[src/rtl/irq_pkg.sv]
package irq_pkg;
   typedef enum logic [2:0] {
      SRC_FRAME  = 3'd0,
      SRC_DISP   = 3'd1,
      SRC_TIMER  = 3'd2,
      SRC_LINK   = 3'd3,
      SRC_KEYPAD = 3'd4
   } irq_src_e;

   localparam int unsigned IRQ_SRC_COUNT = 5;
endpackage

[src/rtl/irq_regfile.sv]
module irq_regfile #(
   parameter int unsigned NUM_SRC = 5,
   parameter int unsigned DATA_W  = 8,
   parameter int unsigned ADDR_W  = 16,
   parameter logic [ADDR_W-1:0] FLAG_ADDR = 16'hFF0F,
   parameter logic [ADDR_W-1:0] MASK_ADDR = 16'hFFFF
) (
   input  logic               clk,
   input  logic               rst_n,
   input  logic [ADDR_W-1:0]  bus_addr,
   input  logic [DATA_W-1:0]  bus_wdata,
   input  logic               bus_we,
   input  logic [NUM_SRC-1:0] set_mask,
   input  logic [NUM_SRC-1:0] clr_mask,
   output logic [DATA_W-1:0]  rd_data,
   output logic [NUM_SRC-1:0] flag_q,
   output logic [NUM_SRC-1:0] pend
);
   localparam int unsigned PAD_W = DATA_W - NUM_SRC;

   if (NUM_SRC < 1 || NUM_SRC > DATA_W) begin : g_bad_width
      $error("irq_regfile: NUM_SRC must lie in 1..DATA_W");
   end
   if (FLAG_ADDR == MASK_ADDR) begin : g_bad_addr
      $error("irq_regfile: register addresses must differ");
   end

   logic               hit_flag;
   logic               hit_mask;
   logic [NUM_SRC-1:0] flag_base;
   logic [NUM_SRC-1:0] flag_d;
   logic [DATA_W-1:0]  mask_q;
   logic [DATA_W-1:0]  flag_view;

   assign hit_flag = (bus_addr == FLAG_ADDR);
   assign hit_mask = (bus_addr == MASK_ADDR);

   // order: bus write, then acknowledge clear, then peripheral set
   always_comb begin
      flag_base = (bus_we && hit_flag) ? bus_wdata[NUM_SRC-1:0] : flag_q;
      flag_d    = (flag_base & ~clr_mask) | set_mask;
   end

   always_ff @(posedge clk) begin
      if (!rst_n) begin
         flag_q <= '0;
         mask_q <= '0;
      end else begin
         flag_q <= flag_d;
         if (bus_we && hit_mask) begin
            mask_q <= bus_wdata;
         end
      end
   end

   if (PAD_W > 0) begin : g_pad
      assign flag_view = {{PAD_W{1'b1}}, flag_q};
   end else begin : g_nopad
      assign flag_view = flag_q;
   end

   always_comb begin
      if (hit_flag) begin
         rd_data = flag_view;
      end else if (hit_mask) begin
         rd_data = mask_q;
      end else begin
         rd_data = '0;
      end
   end

   assign pend = flag_q & mask_q[NUM_SRC-1:0];
endmodule

[src/rtl/irq_prio_arb.sv]
module irq_prio_arb #(
   parameter int unsigned NUM_SRC    = 5,
   parameter int unsigned VEC_W      = 8,
   parameter int unsigned VEC_BASE   = 'h40,
   parameter int unsigned VEC_STRIDE = 8
) (
   input  logic [NUM_SRC-1:0] pend,
   output logic               any,
   output logic [NUM_SRC-1:0] grant,
   output logic [VEC_W-1:0]   vec
);
   localparam int unsigned VEC_TOP = VEC_BASE + (NUM_SRC - 1) * VEC_STRIDE;

   if (VEC_TOP >= (1 << VEC_W)) begin : g_bad_vec
      $error("irq_prio_arb: vector table does not fit VEC_W");
   end

   logic [NUM_SRC:0] seen;
   assign seen[0] = 1'b0;

   for (genvar i = 0; i < NUM_SRC; i++) begin : g_chain
      assign grant[i]  = pend[i] & ~seen[i];
      assign seen[i+1] = seen[i] | pend[i];
   end

   assign any = seen[NUM_SRC];

   always_comb begin
      vec = '0;
      for (int i = 0; i < NUM_SRC; i++) begin
         if (grant[i]) begin
            vec = vec | VEC_W'(VEC_BASE + i * VEC_STRIDE);
         end
      end
   end
endmodule

[src/rtl/irq_master.sv]
module irq_master (
   input  logic clk,
   input  logic rst_n,
   input  logic set_i,
   input  logic clr_i,
   input  logic take_i,
   output logic ime_q
);
   always_ff @(posedge clk) begin
      if (!rst_n) begin
         ime_q <= 1'b0;
      end else if (clr_i || take_i) begin
         ime_q <= 1'b0;
      end else if (set_i) begin
         ime_q <= 1'b1;
      end
   end
endmodule

[src/rtl/irq_vec_ctrl.sv]
module irq_vec_ctrl
   import irq_pkg::*;
#(
   parameter int unsigned NUM_SRC    = IRQ_SRC_COUNT,
   parameter int unsigned DATA_W     = 8,
   parameter int unsigned ADDR_W     = 16,
   parameter int unsigned VEC_W      = 8,
   parameter int unsigned VEC_BASE   = 'h40,
   parameter int unsigned VEC_STRIDE = 8,
   parameter logic [ADDR_W-1:0] FLAG_ADDR = 16'hFF0F,
   parameter logic [ADDR_W-1:0] MASK_ADDR = 16'hFFFF
) (
   input  logic               clk,
   input  logic               rst_n,
   input  logic [ADDR_W-1:0]  bus_addr,
   input  logic [DATA_W-1:0]  bus_wdata,
   input  logic               bus_we,
   output logic [DATA_W-1:0]  bus_rdata,
   input  logic [NUM_SRC-1:0] irq_req_i,
   input  logic               ime_set_i,
   input  logic               ime_clr_i,
   input  logic               irq_ack_i,
   output logic               irq_o,
   output logic [VEC_W-1:0]   irq_vec_o
);
   logic [NUM_SRC-1:0] flag_q;
   logic [NUM_SRC-1:0] pend;
   logic [NUM_SRC-1:0] grant;
   logic [NUM_SRC-1:0] clr_mask;
   logic [VEC_W-1:0]   arb_vec;
   logic               any_pend;
   logic               ime_q;
   logic               take;

   irq_regfile #(
      .NUM_SRC(NUM_SRC), .DATA_W(DATA_W), .ADDR_W(ADDR_W),
      .FLAG_ADDR(FLAG_ADDR), .MASK_ADDR(MASK_ADDR)
   ) u_regs (
      .clk(clk), .rst_n(rst_n),
      .bus_addr(bus_addr), .bus_wdata(bus_wdata), .bus_we(bus_we),
      .set_mask(irq_req_i), .clr_mask(clr_mask),
      .rd_data(bus_rdata), .flag_q(flag_q), .pend(pend)
   );

   irq_prio_arb #(
      .NUM_SRC(NUM_SRC), .VEC_W(VEC_W),
      .VEC_BASE(VEC_BASE), .VEC_STRIDE(VEC_STRIDE)
   ) u_arb (
      .pend(pend), .any(any_pend), .grant(grant), .vec(arb_vec)
   );

   irq_master u_ime (
      .clk(clk), .rst_n(rst_n),
      .set_i(ime_set_i), .clr_i(ime_clr_i), .take_i(take),
      .ime_q(ime_q)
   );

   assign irq_o     = ime_q & any_pend;
   assign take      = irq_ack_i & irq_o;
   assign clr_mask  = take ? grant : '0;
   assign irq_vec_o = irq_o ? arb_vec : '0;
endmodule

[config.mk]
export PLATFORM = sky130hd
export DESIGN_NAME = irq_vec_ctrl
export DESIGN_NICKNAME = d
export VERILOG_FILES = /design/src/rtl/irq_pkg.sv /design/src/rtl/irq_regfile.sv /design/src/rtl/irq_prio_arb.sv /design/src/rtl/irq_master.sv /design/src/rtl/irq_vec_ctrl.sv
export SDC_FILE = /design/constraint.sdc
export NUM_CORES = 1
export LEC_CHECK = 0
export BUFFER_PORTS_ARGS = -buffer_cell sky130_fd_sc_hd__buf_2
export CAP_MARGIN = 10
export CELL_PAD_IN_SITES_DETAIL_PLACEMENT = 1
export CELL_PAD_IN_SITES_GLOBAL_PLACEMENT = 1
export CORE_ASPECT_RATIO = 0.6
export CORE_MARGIN = 2
export CORE_UTILIZATION = 26
export DETAILED_ROUTE_END_ITERATION = 8
export PLACE_DENSITY = 0.73
export SLEW_MARGIN = 40
export SYNTH_ARGS = -nofsm -noshare
export SYNTH_HDL_FRONTEND = slang
export SYNTH_SLANG_ARGS = --single-unit
[constraint.sdc]
create_clock -name clk -period 2.13 [get_ports clk]
set_clock_uncertainty 0.1 [all_clocks]
set_input_delay 0.426 -clock clk [delete_from_list [all_inputs] [get_ports clk]]
set_output_delay 0.426 -clock clk [all_outputs]
set_load 0.005 [all_outputs]
==> results by group, run 1 <==
Status
  • Outcome: complete, but fails checks
  • Violations in the final reports: setup timing

Floorplan
  • Number of top-level design ports: 52
  • Placeable core region: 3280 µm²
  • Area enclosed by the die boundary: between 3000 and 4000 µm²
  • Floorplan die height: 49.5 µm
  • Die outline width: 79.8 µm
  • Starting Density: 27.3%
  • Standard-cell row count: 16

Clock tree
  • CTS Hold Bufs: 0
  • Post-CTS Setup Inserts: 0
  • CTS tree: yes
  • Worst-case clock buffer depth: 2
  • Cell at the root of the clock tree: clkbuf_8
  • Clock transition time at the flip-flop clock pins of the worst setup and hold paths: 60 ps
  • H-tree depth: 1
  • Clock network latency to the later pin of the worst-skew pair: 250 ps
  • CTS sink cnt: 14
  • Total clock buffers created by CTS: 3

STA
  • RSZ-0062 raised after global routing: yes
  • Final period demand of the worst path: 2180 ps
  • Number of hold-slack violations in the final timing report: 0
  • Max-slew violation total from the final report: 0
  • Worst-case setup margin in the final layout: -48.3 ps
  • Post-route fraction of the period consumed by the critical path: 102%
  • Achievable frequency: 459 MHz
  • Setup-violating endpoint count in the final report: 5

Global route
  • First-pass GRT wire length: between 5000 and 6000 µm
  • Met3 usage: around 4.9%
  • Total grt overflow: 0
  • Routing usage on met2: 29.1%
  • Antenna violations before repair: 0
  • Global routing usage on met1: 24.4%
  • GRT Overall Usage: about 18%
  • Most Crowded Layer GR: met2
  • Largest net degree at the start of global routing: 17
  • Via count of the first global-routing pass: between 1000 and 1500

Power and ir drop
  • Lkg Pwr: 0.616 nW
  • Fraction of power consumed by sequential logic: 45.1%
  • Switching power total: 0.000157 W
  • Proportion of power drawn by combinational gates: 12.1%
  • Maximum resistive drop on vdd: 0.321 mV
  • Power density normalized to cell area: 487 nW/µm²
  • Fraction of power spent switching nets: 24.9%
  • Int Pwr: 0.000474 W
  • Clock network fraction of design power: 42.8%

Synth
  • Post-synthesis register bit count: 14
  • Most area-hungry cell type in the Yosys netlist: dfxtp_1
  • Seq/Total Area, Yosys: 31.2%
  • Number of warnings issued by yosys: 0
  • Mean area per synthesized cell: around 7.7 µm²
  • Most area-consuming cells after synthesis: dfxtp_1, nand3_1, nand2_1
  • Distinct cell type count of the synthesized netlist: 28
  • Count of mapped cells out of synthesis: about 120
  • Synth top area share: a little under a third
  • Mapped cell area: 897 µm²

Worst setup path
  • Type of origin of the critical path: input pin
  • Crit path max-delay cell type: or4_4
  • Slack of the worst reg-to-reg path: 540 ps
  • Signal arrival time at the worst endpoint: 1650 ps
  • Biggest fanout along the worst timing path: 8
  • Crit-path cells: buf_6 -> or4_4 -> nor4_4 -> buf_6 -> a22o_1 -> buf_2
  • Setup Crit Path Kind: input pin to output pin
  • Most common cell type on the critical path: buf_6
  • Critical Path Sink Type: output pin
  • Required time at the endpoint of the critical path: 1600 ps
  • Delay of the slowest cell on the worst path: 550 ps

Drt
  • Drt wl/cell: 15.6 µm
  • Mean number of vias per cell: roughly 5.2
  • Iter 0 DRT Violations: 41
  • Initial DRT Pass Iterations: 4
  • Total routed wirelength: 3360 µm
  • Via count of the routed design: roughly 1100
  • DRC viols: 0
  • Count of nets left with antenna violations after detail routing: 0

Placement
  • Worst slack at placement: -86.0 ps
  • Placed wire-length estimate after detailed placement: 2640 µm
  • Port bufs: 47
  • Weighted congestion at the end of routability-driven global placement: 0.786

Final layout
  • Utilization of the core after routing: 39.5%
  • Leading cell types in the layout, fill and taps excluded: buf_2, nand2_1, nand3_1, dfxtp_1, buf_4
  • Final antenna diode count: 0
  • Layout area overhead: 44.6%
  • Proportion of layout cells with a drive suffix above 1: 40.6%
  • # nets final: slightly above 200
  • Most frequent standard cell in the layout excluding fill and tap cells: buf_2

Flow run
  • Max cap viols: 0

Worst hold path
  • Path class of the lowest-slack min-delay path: input pin to flop
cells in the mapped netlist (all sizes together):
library cell and instances:
inv 3, a22oi 2, o311ai 5, a2111oi 1
nand2 15, clkbuf 5, buf 6, or4 4
a22o 5, and2 2, and4b 1, nand4 7
a21oi 9, clkinv 1, nand3 14, nor2 3
a21o 3, dfxtp 14, and3b 1, nor4 2
o2111ai 3, a221oi 1, conb 1, o21ai 8
sequential cells by signal (all words and copies together) (netlist names):
register       count
u_ime.ime_q        1
u_regs.flag_q      5
u_regs.mask_q      8
layout make-up:
class | instances | area [µm²]
clock buffer | 4 | 55.1
inverter | 4 | 15.0
fill | 430 | 1990
timing repair buffer | 58 | 328
multi-input combinational | 90 | 561
sequential | 14 | 283
tap | 45 | 56.3
power groups by stage:
stage,sequential [W],clock [W],combinational [W]
6_report,0.000285,0.000270,0.0000761
5_1_grt,0.000287,0.000285,0.0000849
4_1_cts,0.000284,0.000274,0.0000764
2_1_floorplan,0.000286,0,0.0000358
3_5_place_dp,0.000289,0,0.0000746
3_3_place_gp,0.000289,0,0.0000716
what timing repair did:
item | CTS | global route
cloned | 0 | 0
endpoints found under the setup margin | 9 | 9
gates resized for setup | 3 | 2
pin swaps | 3 | 2
layer usage:
metal,vias up,share of wire (%)
met5,-,0
met3,0,6.2
met2,39,45
li1,546,-
met4,0,0
met1,539,49
cell families (layout without fill, tap and decap cells):
kind of cell           Yosys count  in the layout  synth area share [%]
and+or+nand+nor                 49             49                  31.5
AOI/OAI and AO/OA               37             37                  28.3
buffers and inverters           15             66                  8.51
DFF                             14             14                  31.2
other                            1              4                 0.418
stage by stage:
step	TNS [ps]	std cells	power [W]	instance area [µm²]	hold WS (ps)
after floorplan	0	119	0.000322	922	350
after global placement	-237	211	0.000360	1220	359
after detailed placement	-509	211	0.000364	1220	379
after CTS	-242	215	0.000635	1290	237
after global routing	-669	215	0.000656	1300	245
final	-177	215	0.000631	1300	237
worst paths after layout:
| kind | from | end | depth (start not counted) |
|---|---|---|---|
| worst min register to register | u_regs.mask_q[6]$_SDFFE_PN0P_ | u_regs.mask_q[6]$_SDFFE_PN0P_ | 2 |
| worst max-delay path | bus_addr[4] | bus_rdata[1] | 6 |
| worst max register to register | u_ime.ime_q$_SDFFE_PP0P_ | u_regs.flag_q[4]$_SDFF_PN0_ | 4 |
| worst min-delay path | ime_clr_i | u_ime.ime_q$_SDFFE_PP0P_ | 2 |
worst max-delay path: cells and delay by family:
| family | cells | cell delay (ps) |
|---|---|---|
| and+or+nand+nor | 2 | 700 |
| buffers and inverters | 3 | 370 |
| AOI/OAI and AO/OA | 1 | 150 |
Power figures use the tool's default switching activity.
==> inputs of run 2 (changes only) <==
--- a/config.mk
+++ b/config.mk
@@ -13,7 +13,8 @@
 export CORE_MARGIN = 2
 export CORE_UTILIZATION = 26
 export DETAILED_ROUTE_END_ITERATION = 8
-export PLACE_DENSITY = 0.73
+export MAX_ROUTING_LAYER = met4
+export PLACE_DENSITY_LB_ADDON = 0.25
 export SLEW_MARGIN = 40
 export SYNTH_ARGS = -nofsm -noshare
 export SYNTH_HDL_FRONTEND = slang
==> run 2 against run 1 <==
  * The flow still finishes with violations (setup timing)
  * Global-route usage rose by 0.48 points
  * Total power fell by 0.18%
  * Critical path depth did not move
  * Routed wire length down 4.2%
  * Worst hold slack improved by 9.5 ps
  * Register-to-register slack lost 130 ps
  * Cell count rose by 0.93%
  * Final area increased by 0.58%
  * Sequential share of layout area fell by 0.32 points
  * Core utilization rose by 0.23 points
  * Critical path type unchanged
  * Largest cell class unchanged
==> results by group, run 2 (same netlist as run 1, synthesis figures left out) <==
Status
  • Outcome: complete, but fails checks
  • Violations in the final reports: setup timing

Drt
  • Total routed wirelength: 3220 µm
  • Mean number of vias per cell: 5.16
  • Via count of the routed design: 1119
  • Iter 0 DRT Violations: 47
  • DRC viols: 0
  • Initial DRT Pass Iterations: 4
  • Drt wl/cell: approximately 15 µm
  • Count of nets left with antenna violations after detail routing: 0

Worst setup path
  • Signal arrival time at the worst endpoint: 1630 ps
  • Delay of the slowest cell on the worst path: 540 ps
  • Most common cell type on the critical path: buf_6
  • Critical Path Sink Type: output pin
  • Setup Crit Path Kind: input pin to output pin
  • Type of origin of the critical path: input pin
  • Slack of the worst reg-to-reg path: 410 ps
  • Worst R2R Path Depth: 5
  • Top cell family by delay on the critical path: simple AND/OR/NAND/NOR gates
  • Buf/Inv on CP: 3
  • Crit-path cells: buf_6 -> or4_4 -> nor4_4 -> buf_6 -> a22o_1 -> buf_2
  • Crit path max-delay cell type: or4_4
  • Launch instance of the worst register-to-register path: u_regs.flag_q[0]$_SDFF_PN0_
  • Worst flop-to-flop path endpoint: u_regs.flag_q[4]$_SDFF_PN0_
  • Required time at the endpoint of the critical path: 1600 ps
  • Biggest fanout along the worst timing path: 8

Final layout
  • Layout area overhead: 45.5%
  • Layout filler cell count: roughly 420
  • Total area of multi-input combinational cells: 556 µm²
  • Final antenna diode count: 0
  • Register containing the most flip-flops in the final layout: u_regs.mask_q
  • Utilization of the core after routing: about two fifths
  • # nets final: 208
  • Registers with the most flip-flops: u_regs.mask_q (8), u_regs.flag_q (5), u_ime.ime_q (1)
  • Flip-flop count of the largest register after layout: 8
  • Most frequent standard cell in the layout excluding fill and tap cells: buf_2
  • Proportion of layout cells with a drive suffix above 1: 39.5%
  • Leading cell types in the layout, fill and taps excluded: buf_2, nand2_1, nand3_1, dfxtp_1, buf_4
  • Reg area: 280 µm²

Placement
  • Placed wire-length estimate after detailed placement: 2570 µm
  • Port bufs: 47
  • Weighted congestion at the end of routability-driven global placement: 0.912
  • Worst slack at placement: -72.0 ps

Worst hold path
  • Hold path startpoint: ime_clr_i
  • Hold-critical path depth: 2
  • Endpoint of the worst hold-timing path: u_ime.ime_q$_SDFFE_PP0P_
  • Path class of the lowest-slack min-delay path: input pin to flop

Power and ir drop
  • Switching power total: 0.000155 W
  • Lkg Pwr: around 0.62 nW
  • Maximum resistive drop on vdd: 0.221 mV
  • Int Pwr: 0.000475 W
  • Fraction of power spent switching nets: about 25%
  • Fraction of power consumed by sequential logic: 45.2%
  • Clock network fraction of design power: 42.5%
  • Power density normalized to cell area: 483 nW/µm²
  • Power, Total: 0.000630 W
  • Proportion of power drawn by combinational gates: 12.3%

STA
  • Final period demand of the worst path: between 2000 and 2500 ps
  • Achievable frequency: around 460 MHz
  • Worst-case setup margin in the final layout: -24.7 ps
  • Setup-violating endpoint count in the final report: 5
  • RSZ-0062 raised after global routing: yes
  • Post-route fraction of the period consumed by the critical path: 101%
  • Post-route setup TNS: -102 ps
  • Number of hold-slack violations in the final timing report: 0
  • Max-slew violation total from the final report: 0

Floorplan
  • Placeable core region: approximately 3300 µm²
  • Area enclosed by the die boundary: 3950 µm²
  • Standard-cell row count: 16
  • Number of top-level design ports: 52
  • Floorplan die height: between 40 and 50 µm
  • Starting Density: 27.3%
  • Die outline width: 79.8 µm

Clock tree
  • H-tree depth: 1
  • Worst-case clock buffer depth: 2
  • Clock transition time at the flip-flop clock pins of the worst setup and hold paths: around 60 ps
  • Clock network latency to the later pin of the worst-skew pair: 250 ps
  • Total clock buffers created by CTS: 3
  • Cell at the root of the clock tree: clkbuf_8
  • CTS sink cnt: 14
  • CTS tree: yes

Global route
  • Antenna violations before repair: 0
  • GRT Overall Usage: 18.2%
  • Via count of the first global-routing pass: 1108
  • Total grt overflow: 0
  • Global routing usage on met1: 24.6%
  • First-pass GRT wire length: 5420 µm
  • Routing usage on met2: 27.3%
  • Largest net degree at the start of global routing: 17
  • Met3 usage: 6.04%
  • Most Crowded Layer GR: met2

Flow run
  • Max cap viols: 0
## run 2: changes by cell type in the layout (fill, tap and decap cells not counted)
| cell | change |
|---|---|
| buf_4 | +2 |
| dfxtp_1 | +2 |
| a22oi_1 | +1 |
| dfxtp_2 | -2 |
| a22oi_2 | -1 |
## run 2: layout make-up
type / instances / share of cell area, %
timing repair buffer: 60 / 26.3
clock buffer: 4 / 4.22
inverter: 4 / 1.15
sequential: 14 / 21.5
multi-input combinational: 90 / 42.6
tap: 45 / 4.31
## run 2: power by group through the flow
stage	clock, W	combinational (W)	sequential [W]
finish	0.000268	0.0000778	0.000285
global route	0.000293	0.0000850	0.000287
detailed placement	0	0.0000762	0.000290
floorplan	0	0.0000358	0.000286
CTS	0.000271	0.0000774	0.000284
global placement	0	0.0000725	0.000290
## run 2: worst max-delay path by stage
stage	from	endpoint	depth (start not counted)
floorplan	bus_addr[11]	bus_rdata[0]	4
global placement	bus_addr[4]	bus_rdata[3]	6
detailed placement	bus_addr[4]	bus_rdata[3]	6
CTS	bus_addr[4]	bus_rdata[3]	6
global route	bus_addr[4]	bus_rdata[4]	6
finish	bus_addr[4]	bus_rdata[2]	6
## run 2: metrics by stage
stage	hold slack (ps)	cell area, µm²	instances
after floorplan	350	922	119
after global placement	357	1230	212
after detailed placement	371	1230	212
after CTS	247	1300	216
after global routing	235	1310	217
final	246	1310	217
## run 2: metal layers
layer  share of wire, %  vias to the layer above  wire length (µm)
li1                   -                      553                 -
met1                 50                      543              1610
met2                 45                       20              1460
met3                4.5                        3               146
met4               0.22                        0                 7
met5                  0                        -                 0
## run 2: worst register-to-register path: stages (launching register included)
cell and delay, ps:
dfxtp_1 430, a22oi_1 150, buf_4 170, and4b_1 200
or4_1 480, o311ai_1 100
## run 2: timing repair
item                                    CTS  global route
endpoints found under the setup margin    8             8
hold buffers                              0             0
pin swaps                                 3             1
buffers inserted                          0             1
gates resized for setup                   2             0
